--- src/rtl/resp_router_pkg.sv ---
package resp_router_pkg;
  typedef enum logic {CH_PRINTER = 1'b0, CH_CPU = 1'b1} ch_kind_e;

  function automatic int tag_width(input int n_cpu);
    return (n_cpu < 1) ? 1 : $clog2(n_cpu + 1);
  endfunction

  function automatic ch_kind_e kind_of(input int idx);
    return (idx == 0) ? CH_PRINTER : CH_CPU;
  endfunction
endpackage

--- src/rtl/resp_router_rst_sync.sv ---
module resp_router_rst_sync (
  input  logic clk,
  input  logic rst_n,
  output logic rst_n_sync
);
  logic [1:0] sync_q;

  always_ff @(posedge clk or negedge rst_n) begin
    if (!rst_n) sync_q <= 2'b00;
    else        sync_q <= {sync_q[0], 1'b1};
  end

  assign rst_n_sync = sync_q[1];
endmodule

--- src/rtl/resp_router_sel.sv ---
module resp_router_sel #(
  parameter int NCH   = 5,
  parameter int TAG_W = 3
) (
  input  logic [TAG_W-1:0] tag,
  output logic [NCH-1:0]   sel,
  output logic             legal
);
  localparam int TAG_SPAN = 1 << TAG_W;

  generate
    for (genvar g = 0; g < NCH; g++) begin : g_dec
      assign sel[g] = (tag == TAG_W'(g));
    end
    if (TAG_SPAN > NCH) begin : g_partial
      assign legal = (tag < TAG_W'(NCH));
    end else begin : g_full
      assign legal = 1'b1;
    end
  endgenerate
endmodule

--- src/rtl/resp_router_addr.sv ---
module resp_router_addr
  import resp_router_pkg::*;
#(
  parameter int N_CPU   = 4,
  parameter int FULL_AW = 16,
  parameter int CPU_AW  = 12
) (
  input  logic [FULL_AW-1:0]      addr,
  output logic [FULL_AW-1:0]      prn_addr,
  output logic [N_CPU*CPU_AW-1:0] cpu_addr
);
  assign prn_addr = addr;

  generate
    for (genvar g = 1; g <= N_CPU; g++) begin : g_cpu
      if (kind_of(g) == CH_CPU) begin : g_strip
        assign cpu_addr[(g-1)*CPU_AW +: CPU_AW] = addr[CPU_AW-1:0];
      end
    end
  endgenerate
endmodule

--- src/rtl/resp_router_err.sv ---
module resp_router_err (
  input  logic clk,
  input  logic rst_n,
  input  logic set_i,
  output logic err_o
);
  logic err_q, err_d, err_en;

  always_comb begin
    err_en = set_i & ~err_q;
    err_d  = err_q;
    if (err_en) err_d = 1'b1;
  end

  always_ff @(posedge clk or negedge rst_n) begin
    if (!rst_n)      err_q <= 1'b0;
    else if (err_en) err_q <= err_d;
  end

  assign err_o = err_q;

  AST_ERR_SETS: assert property (@(posedge clk) disable iff (!rst_n)
    set_i |=> err_o);
  AST_ERR_STICKY: assert property (@(posedge clk) disable iff (!rst_n)
    err_o |=> err_o);
endmodule

--- src/rtl/resp_router.sv ---
module resp_router
  import resp_router_pkg::*;
#(
  parameter int N_CPU   = 4,
  parameter int FULL_AW = 16,
  parameter int CPU_AW  = 12,
  parameter int DW      = 12,
  parameter int NCH     = N_CPU + 1,
  parameter int TAG_W   = tag_width(N_CPU)
) (
  input  logic                    clk,
  input  logic                    rst_n,
  input  logic                    in_valid,
  output logic                    in_ready,
  input  logic [TAG_W-1:0]        in_tag,
  input  logic [FULL_AW-1:0]      in_addr,
  input  logic [DW-1:0]           in_data,
  output logic [NCH-1:0]          out_valid,
  input  logic [NCH-1:0]          out_ready,
  output logic [FULL_AW-1:0]      prn_addr,
  output logic [N_CPU*CPU_AW-1:0] cpu_addr,
  output logic [DW-1:0]           out_data,
  output logic                    err_flag
);
  logic           rst_n_sync;
  logic [NCH-1:0] sel;
  logic           legal;
  logic           drop;

  resp_router_rst_sync u_rst (
    .clk(clk), .rst_n(rst_n), .rst_n_sync(rst_n_sync)
  );

  resp_router_sel #(.NCH(NCH), .TAG_W(TAG_W)) u_sel (
    .tag(in_tag), .sel(sel), .legal(legal)
  );

  resp_router_addr #(.N_CPU(N_CPU), .FULL_AW(FULL_AW), .CPU_AW(CPU_AW)) u_addr (
    .addr(in_addr), .prn_addr(prn_addr), .cpu_addr(cpu_addr)
  );

  always_comb begin
    out_valid = in_valid ? (sel & {NCH{legal}}) : '0;
    in_ready  = legal ? |(sel & out_ready) : 1'b1;
    drop      = in_valid & ~legal;
  end

  assign out_data = in_data;

  resp_router_err u_err (
    .clk(clk), .rst_n(rst_n_sync), .set_i(drop), .err_o(err_flag)
  );

  AST_ONE_DEST: assert property (@(posedge clk) disable iff (!rst_n_sync)
    $onehot0(out_valid));
  AST_IDLE_QUIET: assert property (@(posedge clk) disable iff (!rst_n_sync)
    !in_valid |-> (out_valid == '0));
  AST_BAD_DROP: assert property (@(posedge clk) disable iff (!rst_n_sync)
    (in_valid && (int'(in_tag) > N_CPU)) |-> (in_ready && out_valid == '0));
  AST_READY_PASS: assert property (@(posedge clk) disable iff (!rst_n_sync)
    (in_valid && (int'(in_tag) <= N_CPU)) |-> (in_ready == |(out_ready & out_valid)));
  AST_HIT_DEST: assert property (@(posedge clk) disable iff (!rst_n_sync)
    (in_valid && (int'(in_tag) <= N_CPU)) |-> ($countones(out_valid) == 1));
endmodule

--- config.mk ---
export PLATFORM = sky130hd
export DESIGN_NAME = resp_router
export DESIGN_NICKNAME = d
export VERILOG_FILES = /design/src/rtl/resp_router_pkg.sv /design/src/rtl/resp_router_rst_sync.sv /design/src/rtl/resp_router_sel.sv /design/src/rtl/resp_router_addr.sv /design/src/rtl/resp_router_err.sv /design/src/rtl/resp_router.sv
export SDC_FILE = /design/constraint.sdc
export NUM_CORES = 1
export LEC_CHECK = 0
export ABC_AREA = 1
export BUFFER_PORTS_ARGS = -buffer_cell sky130_fd_sc_hd__buf_2
export CORE_AREA = 8 8 61 63
export DETAILED_ROUTE_END_ITERATION = 7
export DIE_AREA = 0 0 69 71
export HOLD_SLACK_MARGIN = 0.12
export PLACE_DENSITY = 0.81
export SETUP_SLACK_MARGIN = 0.2
export SYNTH_ARGS = -nofsm -noshare
export SYNTH_HDL_FRONTEND = slang
export SYNTH_SLANG_ARGS = --single-unit
--- constraint.sdc ---
create_clock -name clk -period 0.95 [get_ports clk]
set_clock_uncertainty 0.1 [all_clocks]
set_input_delay 0.19 -clock clk [delete_from_list [all_inputs] [get_ports clk]]
set_output_delay 0.19 -clock clk [all_outputs]
set_load 0.01 [all_outputs]
Word level (Yosys, flattened, before mapping)
Index checks and enable logic that the tools add are counted.
W data, S select, Z words.

word-level totals
  register bits after elaboration = 3
  logic and storage cells = 17
  bits of input ports = 39

operators by class
  eq/ne operators = 4
  order comparisons = 1
  reductions and logical operators = 2
  mux-type cells = 2
  bitwise gates (word level) = 6

operators by type and width
  kind                  number
  $and A5 B5 Y5         2
  $eq A3 B2 Y1 const B  2
  $mux W5               1
  $reduce_or A5 Y1      1
  $eq A3 B1 Y1 const B  1
  $eq A3 B3 Y1 const B  1
  $logic_not A3 Y1      1
  $lt A3 B3 Y1 const B  1
  $and A1 B1 Y1         2
  $not A1 Y1            2
  $mux W1               1

Depth between registers and ports, before layout
Gate-level depths: netlist of run 1.

  depth after elaboration = 4
  mapped depth = 6
  depth with buffers taken out = 6

By module
Synthesis of run 1 repeated with hierarchy kept, for this count alone.

unflattened totals
  cells, all modules = 119
  area, all modules = 800.8 sq um

modules (own cells, without submodules)
  module                times used  area an instance (sq um)  cells an instance
  resp_router_addr      1           480.5                     64
  resp_router           1           182.7                     36
  resp_router_rst_sync  1           53.8                      3
  resp_router_sel       1           47.5                      12
  resp_router_err       1           36.3                      4

Worst setup path before layout of run 1
Ideal clock, no wire load.

  path type = input -> output
  from = input port in_valid
  to = output port out_valid[3]
  stages = 2
  setup slack = -40 ps
  arrival = 700 ps
  data required time = 660 ps
  cells stage by stage = inv_1 -> nor4_1

on the way
  longest elaborated chain between the ends = 1

RTL lines
  what             line               text
  start, declared  resp_router.sv:13  input logic in_valid,
  $mux W5          resp_router.sv:43  out_valid = in_valid ? (sel & {NCH{legal}}) : '0;
  end, declared    resp_router.sv:18  output logic [NCH-1:0] out_valid,

No other way between the ends.

Final worst setup path of run 1
  from = input port in_tag[1]
  to = output port in_ready

on the way
  longest elaborated chain between the ends = 4

RTL lines
  what                                  line                   text
  start, declared                       resp_router.sv:15      input logic [TAG_W-1:0] in_tag,
  $eq A3 B1 Y1 (tied with other cells)  resp_router_sel.sv:13  assign sel[g] = (tag == TAG_W'(g));
  $and A5 B5 Y5                         resp_router.sv:44      in_ready = legal ? |(sel & out_ready) : 1'b1;
  $reduce_or A5 Y1                      resp_router.sv:44
  $mux W1 *                             resp_router.sv:44
  end, declared                         resp_router.sv:14      output logic in_ready,

Mark *: on every way between the ends. The rest lies on a longest branch, timed or not.

==> results.toml, run 1 <==
[placed_design]
dpl_cell_area_um2 = 367
place_hpwl_um = 973
numPortBuffers = 17
gp_congestion = 0.697

[final_layout]
num_antenna_cells = 0
area_growth_pct = -36.6
final_nets = 92
drive_gt1_share_pct = 67.3
final_cell_area_um2 = 488
utilization_pct = 17.1
fill_cells = 327

[logic_synthesis]
synth.top_cell.area_share_pct = 74.1
ys_seq_area_share_pct = 9.76
yosys-top-cells-count = "buf_4, inv_1, nand2_1"
yosysMostFrequentCell = "buf_4"
syn_inst = 104
yosys.area.top_type = "buf_4"
synth_area_um2 = 769
ys_ff_latch = 3
avgSynthCellArea_um2 = 7.40
async_flop_share_pct = 100
synthFlopType = "dfrtp_1"
yosys-top-cells-area = "buf_4, dfrtp_1, inv_1"
yosys_warnings = 0
syn_nets = 143
synth_edf_count = 0
post_synth_num_cell_types = 15

[sta]
hold_viol = 1
holdWs_ps = -99.5
report.final.slew_viol_count = 0
rsz0062_at_grt = "true"
setup_violations = 7
min_period_over_period_pct = 118
clock.fmax_ghz = 0.895
fin_crit_ps = 1120
setup_slack_ps = -168

[setup_path]
worstPathRequired_ps = 660
startpoint = "in_tag[1]"
crit_buf_inv = 3
cp_cell_sequence = "buf_8 -> nor2_4 -> inv_2 -> nand2_2 -> nand2_2 -> nor2_2 -> nand2_2 -> buf_6"
critical-path-top-delay-family = "simple AND/OR/NAND/NOR gates"
critical_path_class = "in -> out"
reg2reg_from = "u_err.err_o"
cp-end-kind = "output port"
crit_arrival_ps = 830
cp_max_fo = 4
worst_r2r_path_depth = 1
cp_slowest_cell = "buf_8"
cp-start-kind = "primary input"
rr_endpoint = "u_err.err_o"
cpMostUsedCell = "nand2_2"
r2r_slack_ps = 210
critical-path-max-stage-delay_ps = 110

[global_route]
track_usage_pct = 4.69
grt_first_pass_wirelength_mm = 1.95
grt_max_degree = 7
grt_pass1_vias = 402
antenna_found_initial = 0
grt-ovfl-total = 0

[power]
p_leak_uw = 0.000225
irDropWorstVdd_uv = 799
power_density_mw_per_mm2 = 1010

[floorplan]
start_util_pct = 27.0
io_pins = 122
coreArea_mm2 = 0.00285
die_h_um = 71
dieArea_mm2 = 0.00490
fp.dieW_um = 69
rows = 20

[clocking]
clk_pin_slew_ps = 30
cts_num_sinks = 3
clockBufferDepth = 2
cts_tree = "built"
numCtsBuffers = 3
ctsHoldBuffers = 1
h-tree-depth = 1
clk_latency_ps = 230
root_buffer = "clkbuf_4"

[routing]
wl_per_cell_um = 14.7
drtIter0Drc = 4
vias_per_cell = 3.92
finalWirelength_mm = 1.25
first_pass_iters = 4
via_count = 333
ant_nets = 0
drc_errors = 0

[job]
maxCapViolations = 0

[hold_path]
hold_class = "reg -> async"

[run_status]
outcome = "finished with violations"
violations = "hold timing, setup timing"
[stage by stage]
stage | cells | hold WS, ps | setup TNS [ps] | setup WS, ps | total power [µW]
global route | 85 | -88.4 | -948 | -226 | 537
floorplan | 104 | -206 | 0 | 51.9 | 513
finish | 85 | -99.5 | -617 | -168 | 495
CTS | 85 | -98.3 | -684 | -180 | 501
global placement | 79 | -124 | -999 | -253 | 235
detailed placement | 79 | -121 | -965 | -247 | 236
[power breakdown]
group,internal [µW],total [µW],switching [µW]
Sequential,133,134,1.23
Clock,157,214,57.0
Combinational,77.9,147,69.0
[registers in the layout, summed over array words and instances, names as in the netlist]
signal / cells
u_rst.sync_q: 2
u_err.err_o: 1
[area by class of cell]
type | count | area (µm²) | share of cell area [%]
Clock buffer | 4 | 26.3 | 5.38
Inverter | 6 | 32.5 | 6.67
Multi-Input combinational cell | 19 | 146 | 30.0
Sequential cell | 3 | 75.1 | 15.4
Tap cell | 33 | 41.3 | 8.46
Timing Repair Buffer | 20 | 166 | 34.1
[worst max path at each step]
stage | endpoint | slack (ps) | depth (start not counted)
after global routing | in_ready | -230 | 8
after global placement | in_ready | -250 | 7
after floorplan | out_valid[0] | 50 | 2
final | in_ready | -170 | 8
after detailed placement | in_ready | -250 | 7
after CTS | in_ready | -180 | 8
[placed cells by master (no fill, tap or decap), drive strengths merged, types with 2 or more instances in the layout]
cell type / n
inv: 6
nor3: 2
nor4: 2
buf: 19
nand2: 5
nor2: 3
nand4: 2
clkbuf: 4
nand3: 2
dfrtp: 3
[timing repair]
action | CTS | global route
pin swaps | 4 | 2
setup endpoints to repair | 7 | 8
setup buffers | 1 | 0
resized for setup | 19 | 3
hold endpoints to repair | 3 | 1
gates cloned | 0 | 0
[routing by layer]
| metal | up-vias | routed length, µm | global-route usage [%] | share of wire (%) |
|---|---|---|---|---|
| met1 | 139 | 240 | 2.75 | 19 |
| met4 | 0 | 152 | 7.52 | 12 |
| met3 | 26 | 279 | 3.64 | 22 |
| met2 | 29 | 581 | 7.17 | 46 |
| li1 | 139 | - | - | - |
| met5 | - | 0 | 0 | 0 |
[logic make-up after synthesis]
group | after synthesis | synth area share (%)
compound gates | 2 | 1.95
other cells | 1 | 0.487
flops | 3 | 9.76
simple gates | 16 | 10.7
buf+inv | 82 | 77.1
(Power assumes the default switching activity.)
==> run 2: changes to the inputs <==
Settings changed: PLACE_DENSITY 0.81 to 0.85, SETUP_SLACK_MARGIN 0.2 to 0.4.
==> run 2 against run 1 <==
Compared with the run above:
- the flow still finishes with violations (hold timing, setup timing)
- wire length up 23%
- cell count up 4.7%
- clock power up 8%
- flip-flop and latch count unchanged
- utilization up 1.4 points
- critical path depth down 2
- global-route usage up 1.1 points
- non-clock buffer count up 4
- clock-buffer cell count unchanged
- via count up 3.9%
==> results.toml, run 2 (synthesized netlist as in run 1, its figures left out) <==
[placed_design]
place_hpwl_mm = 1.01
dpl_cell_area_um2 = 374
dp_cells = 80
numPortBuffers = 17
gp_congestion = 0.732
dp_slack_ps = -241

[clocking]
ctsHoldBuffers = 1
cts_tree = "built"
h-tree-depth = 1
numCtsBuffers = 3
root_buffer = "clkbuf_4"
clk_latency_ps = 240
clk_pin_slew_ps = 40
cts_num_sinks = 3
clockBufferDepth = 2

[routing]
drc_errors = 0
finalWirelength_mm = 1.54
drtIter0Drc = 13
wl_met2_um = 861
wl_per_cell_um = 17.3
highest_layer = "met4"
first_pass_iters = 4
vias_per_cell = 3.89
met1Wirelength_um = 318
met3_wirelength_um = 259
via_count = 346
ant_nets = 0

[setup_path]
crit_arrival_ps = 860
cp_slowest_cell = "buf_2"
cp-start-kind = "primary input"
cp-end-kind = "output port"
worst_r2r_path_depth = 1
cp.depth = 6
r2r_slack_ps = 210
crit_buf_inv = 4
critical-path-max-stage-delay_ps = 160
cp_cell_sequence = "buf_8 -> nor2_4 -> inv_2 -> buf_6 -> nor3_4 -> buf_2"
worstPathRequired_ps = 660
critical-path-top-delay-family = "buffers and inverters"
cp_max_fo = 4
critical_path_class = "in -> out"

[final_layout]
final_nets = 96
drive_gt1_share_pct = 73.2
area_growth_pct = -31.2
regMostFlops = "u_rst.sync_q"
largest_reg_flops = 2
fin_cells = 89
final_common_cell = "buf_2"
num_antenna_cells = 0
final_cell_area_um2 = 529
final_cell_mix = "buf_2, buf_4"

[global_route]
grt_max_degree = 7
grt_first_pass_wirelength_mm = 2.24
track_usage_pct = 5.84
grt-ovfl-total = 0
grt_pass1_vias = 405
antenna_found_initial = 0

[floorplan]
start_util_pct = 27.0
rows = 20
io_pins = 122
fp.dieW_um = 69
dieArea_mm2 = 0.00490
coreArea_mm2 = 0.00285
die_h_um = 71

[sta]
fin_crit_ps = 1150
setup_tns_ps = -786
min_period_over_period_pct = 121
hold_viol = 1
holdWs_ps = -109
report.final.slew_viol_count = 0
setup_slack_ps = -201
clock.fmax_ghz = 0.869
rsz0062_at_grt = "true"
setup_violations = 7

[job]
maxCapViolations = 0

[power]
power_density_mw_per_mm2 = 1010
power.total_uw = 535
p_leak_uw = 0.000247
irDropWorstVdd_uv = 556

[run_status]
outcome = "finished with violations"
violations = "hold timing, setup timing"

[hold_path]
hold_class = "reg -> async"
## run 2: changes by cell type in the layout (fill, tap and decap cells not counted), sizes merged
| cell | previous run | this run |
|---|---|---|
| buf | 19 | 23 |
## run 2: area by class of cell
class,count,area (µm²)
Clock buffer,4,26.3
Fill cell,338,2320
Inverter,6,27.5
Multi-Input combinational cell,19,163
Sequential cell,3,75.1
Tap cell,33,41.3
Timing Repair Buffer,24,196
## run 2: routing by layer
| metal | up-vias | global-route usage [%] |
|---|---|---|
| li1 | 146 | - |
| met1 | 158 | 2.91 |
| met2 | 32 | 9.94 |
| met3 | 10 | 5.45 |
| met4 | 0 | 7.06 |
| met5 | - | 0 |
## run 2: path summary, 6_finish.rpt
| check | endpoint | startpoint |
|---|---|---|
| max | out_valid[0] | in_tag[1] |
| min | u_err.err_o | u_rst.sync_q[1] |
| max reg2reg | u_err.err_o | u_err.err_o |
| min reg2reg | u_err.err_o | u_rst.sync_q[1] |
| max in group asynchronous | u_rst.sync_q[1] | rst_n |
| min in group clk | u_rst.sync_q[1] | u_rst.sync_q[0] |
## run 2: repair_timing
| action | CTS | global route |
|---|---|---|
| setup endpoints to repair | 9 | 9 |
| hold endpoints to repair | 3 | 1 |
| resized for setup | 18 | 5 |
| buffers inserted | 3 | 1 |
| pin swaps | 4 | 2 |
## run 2: per-stage QoR
step	hold slack, ps	util, %
global placement	-126	13.1
floorplan	-206	-
finish	-109	18.6
CTS	-107	17.5
detailed placement	-123	13.1
global route	-97.0	18.6
## run 2: power by group
part | leakage, µW | internal [µW] | switching, µW | total [µW]
Sequential | 0.0000321 | 133 | 1.32 | 134
Clock | 0.0000150 | 158 | 74.2 | 232
Combinational | 0.000200 | 88.5 | 80.1 | 169
==> run 3: changes to the inputs <==
Settings changed: SKIP_LAST_GASP from default to 1.
==> run 3 against run 2 <==
Compared with the run above:
- the flow still finishes with violations (hold timing, setup timing)
- highest routed layer unchanged
- die area unchanged
- global-route usage unchanged
- non-clock buffer count unchanged
- critical path depth unchanged
- combinational power down 4%
- clock-buffer cell count unchanged
- sequential power about the same
==> results.toml, run 3 (synthesized netlist as in run 1, its figures left out) <==
[final_layout]
drive_gt1_share_pct = 73.2
largest_reg_flops = 2
final_cell_area_um2 = 517
area_growth_pct = -32.8
final_cell_mix = "buf_2, buf_4"
regMostFlops = "u_rst.sync_q"
final_common_cell = "buf_2"
final_nets = 96
num_antenna_cells = 0

[placed_design]
numPortBuffers = 17
gp_congestion = 0.732
place_hpwl_mm = 1.01
dpl_cell_area_um2 = 374

[power]
internal-power_uw = 374
p_leak_uw = 0.000242
switching_share_pct = 29.3
power_density_mw_per_mm2 = 1020
power.total_uw = 529
irDropWorstVdd_uv = 591
combPwrFrac_pct = 30.7
clkPwrFrac_pct = 43.9
power_switching_uw = 155
seqPwrFrac_pct = 25.4

[setup_path]
setup.worst_path.end = "out_valid[0]"
worstPathRequired_ps = 660
reg2reg_from = "u_err.err_o"
startpoint = "in_tag[1]"
critical_path_class = "in -> out"
r2r_slack_ps = 210
cp_max_fo = 4
cp-start-kind = "primary input"
worst_r2r_path_depth = 1
cp-end-kind = "output port"
rr_endpoint = "u_err.err_o"
crit_arrival_ps = 880

[clocking]
clk_latency_ps = 240
root_buffer = "clkbuf_4"
h-tree-depth = 1
clk_pin_slew_ps = 40
clockBufferDepth = 2
ctsHoldBuffers = 1
cts_num_sinks = 3
cts_tree = "built"
numCtsBuffers = 3

[global_route]
antenna_found_initial = 0
grt_first_pass_wirelength_mm = 2.24
track_usage_pct = 5.84
grt_max_degree = 7
grt-ovfl-total = 0
grt_pass1_vias = 405

[hold_path]
hold_class = "reg -> async"

[sta]
hold_viol = 1
holdWs_ps = -109
clock.fmax_ghz = 0.853
setup_tns_ps = -844
rsz0062_at_grt = "true"
setup_slack_ps = -223
min_period_over_period_pct = 123
setup_violations = 7
report.final.slew_viol_count = 0
fin_crit_ps = 1170

[floorplan]
dieArea_mm2 = 0.00490
die_h_um = 71
io_pins = 122
coreArea_mm2 = 0.00285
start_util_pct = 27.0
rows = 20
fp.dieW_um = 69

[routing]
ant_nets = 0
vias_per_cell = 3.89
drc_errors = 0
wl_per_cell_um = 17.3
first_pass_iters = 4
finalWirelength_mm = 1.54
drtIter0Drc = 9
via_count = 346

[job]
maxCapViolations = 0

[run_status]
violations = "hold timing, setup timing"
outcome = "finished with violations"
==> run 3: cell counts in the layout (fill, tap and decap cells not counted) <==
Identical to the previous run, type by type.
==> run 3: repair_timing <==
action | CTS | global route
resized for setup | 18 | 2
endpoints found under the hold margin | 3 | 1
cloned | 0 | 0
setup endpoints to repair | 9 | 9
setup buffers | 3 | 1
pin swaps | 4 | 2
==> run 3: worst min-delay path by stage <==
stage | start | endpoint | slack, ps | cells after the start
final | u_rst.sync_q[1] | u_err.err_o | -110 | 0
after global placement | rst_n | u_rst.sync_q[0] | -130 | 1
after global routing | u_rst.sync_q[1] | u_err.err_o | -100 | 0
after CTS | u_rst.sync_q[1] | u_err.err_o | -110 | 0
after detailed placement | rst_n | u_rst.sync_q[0] | -120 | 1
after floorplan | rst_n | u_rst.sync_q[0] | -210 | 0
==> run 3: power by group through the flow <==
stage | clock network [µW] | logic (µW) | registers, µW
2_1_floorplan | 0 | 480 | 135
3_3_place_gp | 0 | 101 | 136
3_5_place_dp | 0 | 103 | 136
4_1_cts | 246 | 150 | 134
5_1_grt | 253 | 174 | 135
6_report | 232 | 162 | 134
==> run 3: area by class of cell <==
class,instances,area (µm²)
Timing Repair Buffer,24,184
Inverter,6,27.5
Tap cell,33,41.3
Sequential cell,3,75.1
Clock buffer,4,26.3
Multi-Input combinational cell,19,163
Fill cell,344,2340
==> run 3: per-stage QoR <==
step                utilization (%)  hold WS (ps)  worst slack (ps)  cells
floorplan                         -          -206              51.9    104
global placement               13.1          -126              -241     80
detailed placement             13.1          -123              -241     80
CTS                            17.5          -107              -176     88
global route                   18.1         -97.0              -248     89
finish                         18.1          -109              -223     89
==> run 3: critical path, stage by stage <==
cell	delay, ps
buf_8	110
nor2_4	100
inv_2	60
buf_4	140
nor3_4	110
buf_2	160
==> run 3: metal layers <==
layer  track usage [%]  share of wire (%)  vias to the layer above
met2              9.94                 56                       32
met5                 0                  0                        -
met3              5.45                 17                       10
met4              7.06                6.4                        0
met1              2.91                 21                      158
li1                  -                  -                      146
